## src/rtl/zt_pkg.sv

```systemverilog
package zt_pkg;
  typedef enum logic {ORD_LINEAR = 1'b0, ORD_INTERLEAVE = 1'b1} burst_ord_e;

  function automatic logic [1:0] beat_offset(input logic [1:0] start,
                                             input logic [1:0] cnt,
                                             input burst_ord_e ord);
    return (ord == ORD_INTERLEAVE) ? (start ^ cnt) : (start + cnt);
  endfunction
endpackage

```

## src/rtl/zt_burst.sv

```systemverilog
module zt_burst #(
  parameter int ADDR_W = 6,
  parameter int LANES  = 2
) (
  input  logic              clk,
  input  logic              rst_n,
  input  logic              en,
  input  logic              load,
  input  logic              wr_n,
  input  logic              sel_all,
  input  logic              ilv,
  input  logic [ADDR_W-1:0] addr,
  input  logic [LANES-1:0]  lanes_in,
  output logic              c_vld,
  output logic              c_wr,
  output logic [ADDR_W-1:0] c_addr,
  output logic [LANES-1:0]  c_lanes
);
  import zt_pkg::*;

  logic [ADDR_W-1:0] base_q;
  logic [1:0]        cnt_q;
  logic              wr_q, vld_q;
  burst_ord_e        ord_q;
  logic [LANES-1:0]  lanes_q;

  always_ff @(posedge clk) begin
    if (!rst_n) begin
      base_q  <= '0;
      cnt_q   <= '0;
      wr_q    <= 1'b0;
      vld_q   <= 1'b0;
      ord_q   <= ORD_LINEAR;
      lanes_q <= '0;
    end else if (en) begin
      lanes_q <= lanes_in;
      if (load) begin
        base_q <= addr;
        cnt_q  <= '0;
        wr_q   <= ~wr_n;
        vld_q  <= sel_all;
        ord_q  <= burst_ord_e'(ilv);
      end else begin
        cnt_q <= cnt_q + 2'd1;
      end
    end
  end

  assign c_vld   = vld_q;
  assign c_wr    = wr_q;
  assign c_lanes = lanes_q;
  assign c_addr  = {base_q[ADDR_W-1:2], beat_offset(base_q[1:0], cnt_q, ord_q)};
endmodule

```

## src/rtl/zt_store.sv

```systemverilog
module zt_store #(
  parameter int ADDR_W = 6,
  parameter int LANES  = 2,
  parameter int LANE_W = 8
) (
  input  logic                    clk,
  input  logic                    wr_en,
  input  logic [LANES-1:0]        wr_lanes,
  input  logic [ADDR_W-1:0]       wr_addr,
  input  logic [LANES*LANE_W-1:0] wr_data,
  input  logic [ADDR_W-1:0]       rd_addr,
  output logic [LANES*LANE_W-1:0] rd_word
);
  localparam int DEPTH = 1 << ADDR_W;

  for (genvar l = 0; l < LANES; l++) begin : g_lane
    logic [LANE_W-1:0] arr [DEPTH];

    always_ff @(posedge clk) begin
      if (wr_en && wr_lanes[l]) arr[wr_addr] <= wr_data[l*LANE_W +: LANE_W];
    end

    assign rd_word[l*LANE_W +: LANE_W] = arr[rd_addr];
  end
endmodule

```

## src/rtl/zt_sram.sv

```systemverilog
module zt_sram #(
  parameter int ADDR_W = 6,
  parameter int LANES  = 2,
  parameter int LANE_W = 8
) (
  input  logic                    clk,
  input  logic                    rst_n,
  input  logic                    clken_n,
  input  logic                    burst_adv,
  input  logic                    wr_n,
  input  logic [LANES-1:0]        lane_en,
  input  logic [2:0]              chip_sel,
  input  logic                    mode_ilv,
  input  logic [ADDR_W-1:0]       addr,
  input  logic [LANES*LANE_W-1:0] wdata,
  output logic [LANES*LANE_W-1:0] rdata,
  output logic                    rvalid
);
  localparam int DATA_W = LANES * LANE_W;

  logic              en;
  logic              s1_vld, s1_wr;
  logic [ADDR_W-1:0] s1_addr;
  logic [LANES-1:0]  s1_lanes;
  logic              s2_vld, s2_wr;
  logic [ADDR_W-1:0] s2_addr;
  logic [LANES-1:0]  s2_lanes;
  logic [DATA_W-1:0] rd_word;

  assign en = ~clken_n;

  zt_burst #(.ADDR_W(ADDR_W), .LANES(LANES)) u_burst (
    .clk(clk), .rst_n(rst_n), .en(en), .load(~burst_adv), .wr_n(wr_n),
    .sel_all(&chip_sel), .ilv(mode_ilv), .addr(addr), .lanes_in(lane_en),
    .c_vld(s1_vld), .c_wr(s1_wr), .c_addr(s1_addr), .c_lanes(s1_lanes)
  );

  always_ff @(posedge clk) begin
    if (!rst_n) begin
      s2_vld   <= 1'b0;
      s2_wr    <= 1'b0;
      s2_addr  <= '0;
      s2_lanes <= '0;
    end else if (en) begin
      s2_vld   <= s1_vld;
      s2_wr    <= s1_wr;
      s2_addr  <= s1_addr;
      s2_lanes <= s1_lanes;
    end
  end

  zt_store #(.ADDR_W(ADDR_W), .LANES(LANES), .LANE_W(LANE_W)) u_store (
    .clk(clk), .wr_en(en && rst_n && s2_vld && s2_wr), .wr_lanes(s2_lanes),
    .wr_addr(s2_addr), .wr_data(wdata), .rd_addr(s2_addr), .rd_word(rd_word)
  );

  always_ff @(posedge clk) begin
    if (!rst_n) begin
      rdata  <= '0;
      rvalid <= 1'b0;
    end else if (en) begin
      rvalid <= s2_vld && !s2_wr;
      rdata  <= (s2_vld && !s2_wr) ? rd_word : '0;
    end
  end
endmodule

```

## config.mk

```make
export PLATFORM = sky130hd
export DESIGN_NAME = zt_sram
export DESIGN_NICKNAME = d
export VERILOG_FILES = /design/src/rtl/zt_pkg.sv /design/src/rtl/zt_burst.sv /design/src/rtl/zt_store.sv /design/src/rtl/zt_sram.sv
export SDC_FILE = /design/constraint.sdc
export NUM_CORES = 1
export LEC_CHECK = 0
export ABC_AREA = 0
export BUFFER_PORTS_ARGS = -buffer_cell sky130_fd_sc_hd__clkbuf_2
export CAP_MARGIN = 20
export CORE_ASPECT_RATIO = 0.5
export CORE_MARGIN = 2
export CORE_UTILIZATION = 30
export CTS_BUF_LIST = sky130_fd_sc_hd__clkbuf_4 sky130_fd_sc_hd__clkbuf_8
export DETAILED_ROUTE_END_ITERATION = 8
export SYNTH_ARGS = -nofsm -noshare
export SYNTH_HDL_FRONTEND = slang
export SYNTH_SLANG_ARGS = --single-unit
export TNS_END_PERCENT = 50
```

## constraint.sdc

```tcl
create_clock -name clk -period 7.2 [get_ports clk]
set_clock_uncertainty 0.1 [all_clocks]
set_input_delay 2.16 -clock clk [delete_from_list [all_inputs] [get_ports clk]]
set_output_delay 2.16 -clock clk [all_outputs]
set_load 0.03 [all_outputs]
```

==> results by group, run 1 <==
Power and ir drop
  – Power per cell area: 262 mW/mm2
  – Leak pwr: 0.0139 uW
  – VDD IR max: 0.000184 V

Detailed routing
  – Detail Route Antenna Nets: 0
  – Post-Route WL: 103 mm
  – DRT iter0 DRCs: 2377
  – Routed len/inst: 25.8 um
  – Vias per cell: 5.05
  – Vias: 20100
  – Initial DRT Pass Iterations: 7
  – DRC: 0

Clock network
  – Worst-path clk slew: 0.06 ns
  – Clk_lat worst skew: 0.81 ns
  – Clk buf depth: 3
  – PostCTS Resize Cnt: 0
  – Root Buffer: clkbuf_8
  – Setup bufs post-CTS: 0
  – TritonCTS clock tree: yes
  – H-tree Lvls: 4
  – Cts hold-fix bufs: 0
  – Num CTS Buffers: 162
  – Clock sinks: 1070

STA
  – Pins Over Slew Limit: 0
  – RSZ-0062 raised after global routing: no
  – Final period util: 61.6%
  – Slew headroom: 18.9%
  – Final setup TNS: 0 ns
  – Crit path time final: 4.44 ns
  – Final setup fails: 0
  – Slew @ Worst Pin: 1.21 ns
  – F_max: 0.225 GHz
  – Final hold vios: 0

Min path
  – Min-Delay Startpoint: rdata[1]$_SDFFE_PN0N_
  – Worst min-delay path class: reg -> reg

Logic synthesis
  – Syn nets: 1943
  – Yosys reg bits: 1070
  – Warnings, synthesis: 0
  – Netlist cell types: 38
  – Synth Instances: 1909
  – Avg Cell Area, Syn: 21.4 um2
  – Sequential cell area fraction in the yosys report: 77.4%
  – Mapped Area: 0.0409 mm2

Placed design
  – DP Area: 0.0433 mm2
  – IO buf count: 49
  – Cells after DPL: 3682
  – Hpwl dp: 60.2 mm
  – Gp weighted congestion: 0.792

Finish
  – FF+latch area: 0.0317 mm2
  – Most frequent cells in the layout: edfxtp_1, mux4_2, clkbuf_8
  – Fraction of layout cells with a size suffix above 1: 28.4%
  – Layout Cells excl Fill: 3979
  – Fin area: 0.0465 mm2
  – Fillers: 12500
  – Commonest non-fill, non-tap cell in the layout: edfxtp_1
  – Multi-input gate area: 0.00873 mm2
  – Final Net Count: 2087
  – Layout area overhead: 13.7%

Critical path
  – Crit. Startpoint: clken_n
  – Worst Setup End Kind: flip-flop
  – CP max-delay cell: nor2_1
  – Crit Path Category: in -> reg
  – Critical path, cell by cell: clkbuf_2 -> and4b_1 -> nand2_1 -> nor2_1 -> nand3_1 -> nor2_1
  – Startpoint Class: input port
  – CP max stage delay: 0.70 ns
  – Critical path required time: 7.53 ns
  – Critical-path maximum fanout: 21
  – WP data arrival: 4.76 ns
  – Worst path most repeated cell: nor2_1

GRT
  – First-pass GRT wire length: 147 mm
  – Largest net degree at the start of global routing: 127
  – Antenna violations before repair: 4
  – GRT Overall Usage: 14.5%
  – Global route total overflow: 0
  – Vias in the first global route: 20200

Die
  – IO Pins: 50
  – Die H: 265 um
  – Core area: 0.135 mm2
  – Horiz. Die Dim: 526 um
  – Num rows: 95
  – Starting Density: 30.3%
  – Die area: 0.140 mm2

Run status
  – Outcome: complete, no violations

Flow run
  – Max cap viols: 0
## registers in the layout, summed over array words and instances (netlist names), named ones only
signal,cells
s2_wr,1
u_burst.c_wr,1
u_burst.ord_q,1
rdata,16
u_burst.c_vld,1
u_burst.cnt_q,2
rvalid,1
s2_vld,1
s2_addr,6
u_burst.c_lanes,2
s2_lanes,2
u_store.g_lane.arr,1024
u_burst.base_q,6
## cell usage after synthesis
master | number | area share, %
edfxtp_1 | 1024 | 75
mux4_2 | 272 | 15
nor2_1 | 156 | 1.4
nand2_1 | 71 | 0.65
a22oi_1 | 60 | 1.1
mux2i_1 | 55 | 1.3
dfxtp_1 | 46 | 2.3
clkbuf_1 | 45 | 0.41
buf_2 | 43 | 0.53
nand3_1 | 28 | 0.34
a21oi_1 | 15 | 0.18
o22ai_1 | 14 | 0.21
a211oi_1 | 10 | 0.18
buf_1 | 6 | 0.055
buf_4 | 6 | 0.11
nand3b_1 | 6 | 0.11
nor2b_1 | 6 | 0.092
a21o_1 | 5 | 0.092
buf_6 | 5 | 0.14
o21ai_0 | 5 | 0.061
o221ai_1 | 5 | 0.11
inv_1 | 3 | 0.028
nand2b_1 | 3 | 0.046
and2_1 | 2 | 0.031
and3_1 | 2 | 0.031
or3_1 | 2 | 0.031
or3b_2 | 2 | 0.043
xnor2_1 | 2 | 0.043
a221oi_1 | 1 | 0.021
a311oi_1 | 1 | 0.021
a31oi_1 | 1 | 0.015
and4b_1 | 1 | 0.024
ha_1 | 1 | 0.031
nand4_1 | 1 | 0.015
o2111ai_1 | 1 | 0.021
o21a_1 | 1 | 0.018
or2_1 | 1 | 0.015
or2_2 | 1 | 0.015
## layout make-up
| type | instances | area share [%] |
|---|---|---|
| Multi-Input combinational cell | 731 | 18.8 |
| Clock inverter | 65 | 0.896 |
| Timing Repair Buffer | 85 | 1.32 |
| Inverter | 3 | 0.0242 |
| Antenna cell | 2 | 0.0108 |
| Tap cell | 1794 | 4.83 |
| Clock buffer | 229 | 6.00 |
| Sequential cell | 1070 | 68.1 |
## path summary, 6_finish.rpt
path	endpoint	slack, ns	depth (start not counted)
setup / recovery	u_store.g_lane[1].arr[43][2]$_DFFE_PP_	2.76	6
hold / removal	rdata[1]$_SDFFE_PN0N_	0.37	2
setup reg to reg	rdata[11]$_SDFFE_PN0N_	3.97	6
hold reg to reg	rdata[1]$_SDFFE_PN0N_	0.37	2
## layer usage
metal  vias to the layer above  global-route usage, %  part of all wire [%]  wire length (um)
li1                       8249                      -                     -                 -
met1                     10700                   20.2                    43             43800
met2                       995                   22.9                    47             48300
met3                       131                   3.24                   8.4              8580
met4                         4                   4.25                   1.8              1900
met5                         -                      0                 0.022                23
## per-stage QoR
stage | total power [uW] | hold WS, ns | utilization, % | worst slack [ns]
after CTS | 12300 | 0.372 | 34.5 | 2.87
after floorplan | 7180 | 0.331 | - | 3.44
after global routing | 12600 | 0.388 | 34.5 | 2.64
after global placement | 7400 | 0.360 | 32.1 | 2.08
after detailed placement | 7410 | 0.361 | 32.1 | 1.99
final | 12200 | 0.374 | 34.5 | 2.76
## power by group
part | switching, uW | internal [uW] | total [uW] | leakage (uW)
sequential | 19.5 | 6820 | 6840 | 0.00957
clock | 2290 | 2640 | 4940 | 0.00168
combinational | 282 | 148 | 430 | 0.00259
## logic make-up (layout without fill, tap and decap cells)
kind of cell	after synthesis	in the layout	synth area share, %
buf+inv	108	382	1.27
flops	1070	1070	77.4
mux	327	327	16.3
fa+ha+maj	1	1	0.0306
xor+xnor	2	2	0.0428
other cells	0	2	0
compound gates	119	119	2.04
simple gates	282	282	2.88
## critical path, delay by kind of cell
family                 cells  cell delay (ns)
and+or+nand+nor            5             2.28
buffers and inverters      1             0.31
Note: power is estimated with default switching activity, not from simulation.
==> run 2: changes to the inputs <==
ABC_AREA = 1   (was 0)
clock period = 4.62 ns   (was 7.2 ns; I/O delays follow)
==> run 2 against run 1 <==
Effect of this change:
- global-route usage is 1.4 points higher
- final cell count is 49% higher
- via count is 46% higher
- sequential share of layout area is 3.3 points lower
- critical path depth stayed put
- first-iteration DRC count is 32% higher
- largest power group unchanged
- setup slack worse by 1.4 ns
- critical path type unchanged
==> results by group, run 2 <==
Logic synthesis
  – Yosys reg bits: 1070 (unchanged)
  – Warnings, synthesis: 0 (unchanged)
  – Top cell type's share of synthesized area: 70.4% (was 75.2%)
  – Mapped Area: 0.0437 mm2 (was 0.0409 mm2)
  – Yosys top cell by area: edfxtp_1 (unchanged)
  – Top FF cell, synth: edfxtp_1 (unchanged)
  – Most instantiated cells after synthesis: nand2_1, edfxtp_1, nand3_1 (was edfxtp_1, mux4_2, nor2_1)
  – Avg Cell Area, Syn: 11.4 um2 (was 21.4 um2)
  – Top cells by area, synth: edfxtp_1, nand2_1, nand3_1, dfxtp_1, buf_2 (was edfxtp_1, mux4_2, dfxtp_1, nor2_1, mux2i_1)
  – Count leader, synth: nand2_1 (was edfxtp_1)
  – Netlist cell types: 25 (was 38)
  – Number of synthesized flops with an enable pin: 1024 (unchanged)
  – Syn nets: 3853 (was 1943)
  – Sequential cell area fraction in the yosys report: 72.5% (was 77.4%)
  – Async S/R FF share, synth: 0% (unchanged)
  – Synth Instances: 3819 (was 1909)

Critical path
  – Crit Path Category: in -> reg (unchanged)
  – CP delay by family, top: simple AND/OR/NAND/NOR gates (unchanged)
  – Critical-path maximum fanout: 64 (was 21)
  – Worst Setup End Kind: flip-flop (unchanged)
  – WP data arrival: 3.57 ns (was 4.76 ns)
  – Buf/Inv on CP: 3 (was 1)
  – Startpoint Class: input port (unchanged)
  – CP max stage delay: 0.62 ns (was 0.70 ns)
  – Crit. Startpoint: rst_n (was clken_n)
  – Critical path required time: 4.96 ns (was 7.53 ns)
  – Critical path, cell by cell: clkbuf_2 -> clkinv_1 -> nor4_1 -> nand2_2 -> buf_12 -> nor2_1 (was clkbuf_2 -> and4b_1 -> nand2_1 -> nor2_1 -> nand3_1 -> nor2_1)
  – CP max-delay cell: nor2_1 (unchanged)

Detailed routing
  – Vias per cell: 4.93 (was 5.05)
  – DR top layer: met4 (was met5)
  – Post-Route WL: 120 mm (was 103 mm)
  – Vias: 29300 (was 20100)
  – DRT iter0 DRCs: 3149 (was 2377)
  – Wire length on met1: 49.0 mm (was 43.8 mm)
  – Routed len/inst: 20.3 um (was 25.8 um)
  – Initial DRT Pass Iterations: 9 (was 7)
  – DR WL met2: 56.5 mm (was 48.3 mm)
  – Detail Route Antenna Nets: 0 (unchanged)
  – Met3 wire length: 9.78 mm (was 8.58 mm)
  – DRC: 0 (unchanged)

Placed design
  – Hpwl dp: 73.7 mm (was 60.2 mm)
  – Gp weighted congestion: 0.900 (was 0.792)
  – DP Area: 0.0456 mm2 (was 0.0433 mm2)
  – Setup WS pre-CTS: 0.598 ns (was 1.99 ns)
  – IO buf count: 49 (unchanged)

STA
  – Final WS setup: 1.39 ns (was 2.76 ns)
  – Slew @ Worst Pin: 1.33 ns (was 1.21 ns)
  – Final setup fails: 0 (unchanged)
  – Slew headroom: 11.2% (was 18.9%)
  – F_max: 0.310 GHz
  – Crit path time final: 3.23 ns
  – Final period util: 69.9%
  – Final hold vios: 0 (unchanged)
  – RSZ-0062 raised after global routing: no (unchanged)
  – Pins Over Slew Limit: 0 (unchanged)
  – Final setup TNS: 0 ns (unchanged)

GRT
  – GRT Overall Usage: 15.9% (was 14.5%)
  – Vias in the first global route: 29100 (was 20200)
  – Global route total overflow: 0 (unchanged)
  – Antenna violations before repair: 8 (was 4)
  – First-pass GRT wire length: 177 mm (was 147 mm)
  – Largest net degree at the start of global routing: 274 (was 127)

Clock network
  – Num CTS Buffers: 168 (was 162)
  – Clk_lat worst skew: 0.82 ns (was 0.81 ns)
  – H-tree Lvls: 4 (unchanged)
  – Setup bufs post-CTS: 0 (unchanged)
  – Root Buffer: clkbuf_8 (unchanged)
  – Worst-path clk slew: 0.06 ns (about the same)
  – Clock sinks: 1070 (unchanged)
  – Clk buf depth: 3 (unchanged)
  – Cts hold-fix bufs: 0 (unchanged)
  – PostCTS Resize Cnt: 0 (unchanged)
  – TritonCTS clock tree: yes (unchanged)

Die
  – Die H: 274 um (was 265 um)
  – IO Pins: 50 (unchanged)
  – Num rows: 98 (was 95)
  – Die area: 0.149 mm2 (was 0.140 mm2)
  – Starting Density: 30.4% (was 30.3%)
  – Horiz. Die Dim: 544 um (was 526 um)
  – Core area: 0.144 mm2 (was 0.135 mm2)

Power and ir drop
  – Comb pwr share: 7.5% (was 3.5%)
  – Power per cell area: 407 mW/mm2 (was 262 mW/mm2)
  – Net Sw Power: 4850 uW (was 2590 uW)
  – Leak pwr: 0.0169 uW (was 0.0139 uW)
  – Seq pwr share: 53.7% (was 56.0%)
  – Clock Power Share: 38.8% (was 40.4%)
  – VDD IR max: 0.000287 V (was 0.000184 V)
  – Sw Ratio: 24.4% (was 21.2%)
  – P_int: 15000 uW (was 9610 uW)
  – Pwr Total: 19900 uW (was 12200 uW)

Finish
  – Commonest non-fill, non-tap cell in the layout: nand2_1 (was edfxtp_1)
  – Final core utilization: 34.0% (was 34.5%)
  – Most frequent cells in the layout: nand2_1, edfxtp_1, nand3_1 (was edfxtp_1, mux4_2, clkbuf_8)
  – Fin area: 0.0489 mm2 (was 0.0465 mm2)
  – Max FFs per register: 1024 (unchanged)
  – Fraction of layout cells with a size suffix above 1: 9.26% (was 28.4%)
  – Final Net Count: 3888 (was 2087)
  – Layout area overhead: 12.0% (was 13.7%)
  – Largest regs: u_store.g_lane.arr (1024), rdata (16) (unchanged)
  – Largest Register: u_store.g_lane.arr (unchanged)

Min path
  – Worst min-delay path class: reg -> reg (unchanged)
  – Min-Delay Startpoint: rdata[4]$_SDFFE_PN0N_ (was rdata[1]$_SDFFE_PN0N_)

Run status
  – Outcome: complete, no violations (unchanged)

Flow run
  – Max cap viols: 0 (unchanged)
==> run 2: changes by cell type after synthesis, sizes merged, moves of 14 or more <==
cell,delta
o22ai,-14
mux2i,-55
a22oi,-60
nand3,+844
inv,+20
mux4,-272
o21ai,+16
buf,+128
nor3,+17
nand2,+1327
nor2,-16
==> run 2: kinds of logic after synthesis <==
kind of cell / Yosys count / synth area share [%]
simple gates: 2430 / 23.5
xor+xnor: 1 / 0.0201
flops: 1070 / 72.5
fa+ha+maj: 1 / 0.0287
compound gates: 50 / 0.590
buf+inv: 267 / 3.36
==> run 2: layout make-up <==
cell class	instances	area, um2
clock inverters	83	465
clock buffers	217	2740
well taps	1950	2440
flip-flops and latches	1070	31700
multi-input cells	2482	10500
inverters	26	124
diodes	7	17.5
fillers	14300	94800
repair buffers	106	888
==> run 2: worst paths after layout <==
check	slack [ns]	cells after the start	end
setup reg to reg	1.44	12	rdata[2]$_SDFFE_PN0N_
hold / removal	0.37	2	rdata[4]$_SDFFE_PN0N_
setup / recovery	1.39	6	u_store.g_lane[1].arr[12][3]$_DFFE_PP_
hold reg to reg	0.37	2	rdata[4]$_SDFFE_PN0N_
==> run 2: power groups by stage <==
| stage | Clock [uW] | Sequential (uW) | Combinational, uW |
|---|---|---|---|
| finish | 7720 | 10700 | 1490 |
| floorplan | 0 | 10900 | 901 |
| global route | 8260 | 10700 | 1630 |
| global placement | 0 | 10900 | 1450 |
| CTS | 7860 | 10700 | 1460 |
| detailed placement | 0 | 10900 | 1460 |
==> run 2: routing by layer <==
metal  vias up  global-route usage, %
li1      13400                      -
met1     14300                   20.3
met2      1370                   26.1
met3       265                   2.90
met4         0                   7.96
met5         -                      0
==> run 2: metrics by stage <==
stage | cells | hold slack [ns]
after floorplan | 3819 | 0.341
after global placement | 5631 | 0.363
after detailed placement | 5631 | 0.363
after CTS | 5931 | 0.375
after global routing | 5939 | 0.388
final | 5941 | 0.370
==> run 2: tightest hold or removal path: cells and delay by family, from the launching register on <==
family / cells / cell delay, ns
DFF: 1 / 0.31
and+or+nand+nor: 1 / 0.06
AOI/OAI and AO/OA: 1 / 0.06
